[config.mk]
export PLATFORM = sky130hd
export DESIGN_NAME = mv_systolic
export DESIGN_NICKNAME = d
export VERILOG_FILES = /design/src/rtl/mv_pkg.sv /design/src/rtl/mv_pe.sv /design/src/rtl/mv_load_dec.sv /design/src/rtl/mv_systolic.sv
export SDC_FILE = /design/constraint.sdc
export NUM_CORES = 2
export LEC_CHECK = 0
export BUFFER_PORTS_ARGS = -buffer_cell sky130_fd_sc_hd__buf_2
export CORE_AREA = 3 3 283 285
export CTS_CLUSTER_DIAMETER = 150
export DETAILED_ROUTE_END_ITERATION = 8
export DIE_AREA = 0 0 286 288
export HOLD_SLACK_MARGIN = 0.12
export PLACE_DENSITY = 0.82
export SLEW_MARGIN = 20
export SYNTH_ARGS = -nofsm -noshare
export SYNTH_HDL_FRONTEND = slang
export SYNTH_SLANG_ARGS = --single-unit
export TNS_END_PERCENT = 50
[constraint.sdc]
create_clock -name clk -period 11.2 [get_ports clk]
set_input_delay 1.68 -clock clk [delete_from_list [all_inputs] [get_ports clk]]
set_output_delay 1.68 -clock clk [all_outputs]
set_load 0.01 [all_outputs]
[src/rtl/mv_pkg.sv]
package mv_pkg;
    localparam int DEF_DIM    = 4;
    localparam int DEF_DATA_W = 16;
    localparam int DEF_ACC_W  = 34;
endpackage

[src/rtl/mv_pe.sv]
module mv_pe #(
    parameter int DATA_W = mv_pkg::DEF_DATA_W,
    parameter int ACC_W  = mv_pkg::DEF_ACC_W
) (
    input  logic                     clk,
    input  logic                     rst_n,
    input  logic                     load_en,
    input  logic signed [DATA_W-1:0] load_data,
    input  logic                     in_vld,
    input  logic signed [ACC_W-1:0]  in_sum,
    input  logic signed [DATA_W-1:0] a_in,
    output logic                     out_vld,
    output logic signed [ACC_W-1:0]  out_sum,
    output logic signed [DATA_W-1:0] coef
);
    localparam int PROD_W = 2 * DATA_W;

    typedef struct packed {
        logic                     vld;
        logic signed [ACC_W-1:0]  sum;
        logic signed [DATA_W-1:0] coef;
    } pe_state_t;

    pe_state_t st_d, st_q;
    logic signed [PROD_W-1:0] prod;

    always_comb begin
        st_d = st_q;
        prod = a_in * st_q.coef;
        if (load_en) begin
            st_d.coef = load_data;
        end
        st_d.vld = in_vld;
        st_d.sum = in_vld ? (in_sum + ACC_W'(prod)) : '0;
    end

    always_ff @(posedge clk or negedge rst_n) begin
        if (!rst_n) begin
            st_q <= '0;
        end else begin
            st_q <= st_d;
        end
    end

    assign out_vld = st_q.vld;
    assign out_sum = st_q.sum;
    assign coef    = st_q.coef;
endmodule

[src/rtl/mv_load_dec.sv]
module mv_load_dec #(
    parameter int DIM   = mv_pkg::DEF_DIM,
    parameter int IDX_W = $clog2(DIM)
) (
    input  logic             vec_load,
    input  logic [IDX_W-1:0] vec_idx,
    input  logic             busy,
    output logic [DIM-1:0]   load_en
);
    for (genvar g = 0; g < DIM; g++) begin : g_en
        assign load_en[g] = vec_load && !busy && (vec_idx == IDX_W'(g));
    end
endmodule

[src/rtl/mv_systolic.sv]
module mv_systolic #(
    parameter int DIM    = mv_pkg::DEF_DIM,
    parameter int DATA_W = mv_pkg::DEF_DATA_W,
    parameter int ACC_W  = mv_pkg::DEF_ACC_W,
    localparam int IDX_W = $clog2(DIM),
    localparam int MAT_W = DIM * DATA_W
) (
    input  logic                     clk,
    input  logic                     rst_n,
    input  logic                     vec_load,
    input  logic [IDX_W-1:0]         vec_idx,
    input  logic signed [DATA_W-1:0] vec_data,
    input  logic                     mat_valid,
    input  logic [MAT_W-1:0]         mat_data,
    output logic                     res_valid,
    output logic signed [ACC_W-1:0]  res_data
);
    logic                    chain_vld [DIM+1];
    logic signed [ACC_W-1:0] chain_sum [DIM+1];
    logic [DIM-1:0]          load_en;
    logic [DIM-1:0]          vld_vec;
    logic [MAT_W-1:0]        coef_all;
    logic                    busy;

    assign chain_vld[0] = mat_valid;
    assign chain_sum[0] = '0;
    assign busy = mat_valid || (|vld_vec);

    mv_load_dec #(.DIM(DIM), .IDX_W(IDX_W)) u_dec (
        .vec_load (vec_load),
        .vec_idx  (vec_idx),
        .busy     (busy),
        .load_en  (load_en)
    );

    for (genvar g = 0; g < DIM; g++) begin : g_pe
        mv_pe #(.DATA_W(DATA_W), .ACC_W(ACC_W)) u_pe (
            .clk       (clk),
            .rst_n     (rst_n),
            .load_en   (load_en[g]),
            .load_data (vec_data),
            .in_vld    (chain_vld[g]),
            .in_sum    (chain_sum[g]),
            .a_in      (mat_data[g*DATA_W +: DATA_W]),
            .out_vld   (chain_vld[g+1]),
            .out_sum   (chain_sum[g+1]),
            .coef      (coef_all[g*DATA_W +: DATA_W])
        );
        assign vld_vec[g] = chain_vld[g+1];
    end

    assign res_valid = chain_vld[DIM];
    assign res_data  = chain_sum[DIM];
endmodule

==> impl_metrics.py <==
metrics = {
    "run_status": {
        "status": "complete, no violations",
    },
    "synth": {
        "synth_area_per_cell_um2": 9.30,
        "post-synth-top-count-cell": "inv_1",
        "async_flop_share_pct": 100,
        "yosys.area.top_type": "fa_1",
        "synth_common_cells": "inv_1, fa_1, nand2_1",
        "synth_edf_count": 0,
        "syn_inst": 5424,
        "yosysSeqAreaShare_pct": 10.0,
        "ys_seq_elements": 202,
        "synth_top_area_share_pct": 41.7,
        "synth_area_leaders": "fa_1, ha_1, dfrtp_1, inv_1, and2_1",
        "syn-cell-area_um2": 50500,
        "ys_types": 84,
        "yosysWarningCount": 0,
        "syn-num-nets": 6990,
        "synth_flop_cell": "dfrtp_1",
    },
    "place": {
        "dpl.cell_count": 6394,
        "dp_slack_ps": 1470,
        "hpwl_um": 103000,
        "placed_cell_area_um2": 51600,
        "gp_congestion": 0.974,
        "io_buffers": 120,
    },
    "drt": {
        "firstDrtPassIters": 7,
        "drc": 0,
        "drt_iter0_drc": 2429,
        "num_vias": 37000,
        "wl_um": 127000,
        "ant_nets": 0,
        "via_per_inst": 5.74,
        "wire_per_inst_um": 19.7,
    },
    "cts": {
        "cts_hold_buf": 0,
        "path_clk_slew_ps": 70,
        "clockRootBuffer": "clkbuf_16",
        "cts_tree": "built",
        "post_cts_buffers": 0,
        "worstSkewPairLatency_ps": 560,
        "htree_levels": 1,
        "cts_resized": 0,
        "cts_made_buffers": 25,
        "clock_path_buffers": 3,
        "cts.sinks": 202,
    },
    "setup_path": {
        "criticalPathCategory": "input port to flop",
        "reg2reg_depth": 30,
        "reg2reg_to": "g_pe[3].u_pe.out_sum[33]",
        "critPathRequiredTime_ps": 11670,
        "cp.arrival_ps": 9740,
        "crit_top_cell": "fa_1",
        "endpoint_kind": "flop",
        "cp_max_fo": 16,
        "crit_family": "adder cells",
        "slowest_stage": "fa_1",
        "start_kind": "input port",
        "reg2reg_from": "g_pe[3].u_pe.coef[1]",
        "reg2reg_slack_ps": 2400,
        "critPathMaxStageDelay_ps": 560,
        "critPathBufInv": 6,
    },
    "timing": {
        "setup_viol": 0,
        "fin_crit_ps": 9260,
        "finalMaxSlewViolations": 0,
        "hold_violations": 0,
        "fin_skew_ps": 25.5,
        "setup_tns_ps": 0,
        "layout_setup_ws_ps": 1940,
        "rsz0062_at_grt": "false",
        "fin_crit_sh_pct": 82.7,
        "tightest_slew_ps": 979,
        "fmax_mhz": 108,
        "max_slew_margin_pct": 34.5,
    },
    "grt": {
        "grt_busiest_layer": "met2",
        "met2_usage_pct": 56.0,
        "grt_pass1_wl_um": 210000,
        "grt_pass1_vias": 40700,
        "antenna_found_initial": 7,
        "met1_usage_pct": 40.6,
        "grt_max_degree": 74,
        "grt_usage_pct": 32.4,
        "grt_overflow": 0,
        "met3_usage_pct": 4.59,
    },
    "floorplanning": {
        "die_w_um": 286,
        "dieArea_um2": 82400,
        "coreArea_um2": 77600,
        "start_util_pct": 65.0,
        "rows": 102,
        "pin_count": 121,
        "die_h_um": 288,
    },
    "worst_hold_path": {
        "worstHoldPathCells": 0,
        "hold_class": "flop to flop",
        "min_to": "g_pe[1].u_pe.out_vld",
        "hold_path_startpoint": "g_pe[0].u_pe.out_vld",
    },
    "layout": {
        "nets": 6947,
        "nFillCells": 6085,
        "syn2layout_area_growth_pct": 3.97,
        "design_area_um2": 52500,
        "fin_cells": 6443,
        "drive_gt1_share_pct": 4.89,
    },
    "flow_run": {
        "drv_cap": 0,
    },
}
## cell families after synthesis
group / Yosys count / share of synthesized area [%]
and+or+nand+nor: 1527 / 14.9
adders and majority gates: 1480 / 52.3
xor gates and xnor gates: 193 / 3.38
AOI/OAI and AO/OA: 545 / 7.15
muxes: 69 / 1.52
buffers and inverters: 1408 / 10.7
DFF: 202 / 10.0
## cells in the final DEF, fill, tap and decap left out, types with 6 or more instances in the layout
| cell type | instances |
|---|---|
| dfrtp_1 | 202 |
| buf_4 | 10 |
| a21o_1 | 88 |
| nand2b_1 | 68 |
| or3_1 | 11 |
| xor2_1 | 57 |
| fa_1 | 1051 |
| mux2i_1 | 7 |
| a221oi_1 | 6 |
| nand4_1 | 20 |
| o21ai_0 | 98 |
| o211ai_1 | 15 |
| a21boi_0 | 8 |
| ha_1 | 429 |
| inv_1 | 1207 |
| o21ai_1 | 6 |
| o21a_1 | 33 |
| and3_1 | 17 |
| o21bai_1 | 25 |
| xnor2_1 | 135 |
| or2_2 | 6 |
| a2111oi_0 | 7 |
| mux2_2 | 62 |
| nand2_1 | 610 |
| a211oi_1 | 22 |
| and4_1 | 7 |
| buf_2 | 119 |
| nor2_1 | 204 |
| nand3_1 | 24 |
| a21oi_1 | 142 |
| nor4_1 | 7 |
| o31ai_1 | 9 |
| a31oi_1 | 18 |
| nor2b_1 | 20 |
| nor3_1 | 43 |
| clkbuf_16 | 25 |
| and2_1 | 458 |
| nor3b_1 | 12 |
## worst max path at each step
stage	from	to	slack (ps)	depth (start not counted)
finish	mat_data[39]	g_pe[2].u_pe.out_sum[32]	1940	32
global route	mat_data[55]	g_pe[3].u_pe.out_sum[33]	1350	32
CTS	mat_data[39]	g_pe[2].u_pe.out_sum[32]	2010	32
detailed placement	mat_data[39]	g_pe[2].u_pe.out_sum[32]	1470	32
global placement	mat_data[39]	g_pe[2].u_pe.out_sum[32]	1510	32
floorplan	mat_data[55]	g_pe[3].u_pe.out_sum[33]	2240	32
## flip-flops by register name, summed over array words and instances, names as in the netlist
| register | count |
|---|---|
| g_pe.u_pe.coef | 64 |
| g_pe.u_pe.out_sum | 134 |
| g_pe.u_pe.out_vld | 4 |
## stage by stage
stage | hold slack (ps) | utilization [%]
after global routing | 685 | 67.6
after CTS | 660 | 67.6
after floorplan | 373 | -
after global placement | 615 | 66.5
after detailed placement | 655 | 66.5
final | 668 | 67.6
## area by class of cell
class	count	area, um2	share of cell area (%)
diodes	3	7.51	0.0143
clock buffers	30	664	1.27
clock inverters	16	224	0.427
inverters	1208	4530	8.64
multi-input cells	3814	40000	76.2
flip-flops and latches	202	5050	9.63
well taps	1040	1300	2.48
repair buffers	130	686	1.31
## layer usage
layer | up-vias | share of wire [%]
met1 | 18900 | 37
met5 | - | 0.013
met3 | 415 | 7.2
met4 | 2 | 5.5
li1 | 16300 | -
met2 | 1360 | 50
Power is left out: the tool's default activity adds up to more than one toggle a clock period on the data nets, which glitch-free logic cannot reach.
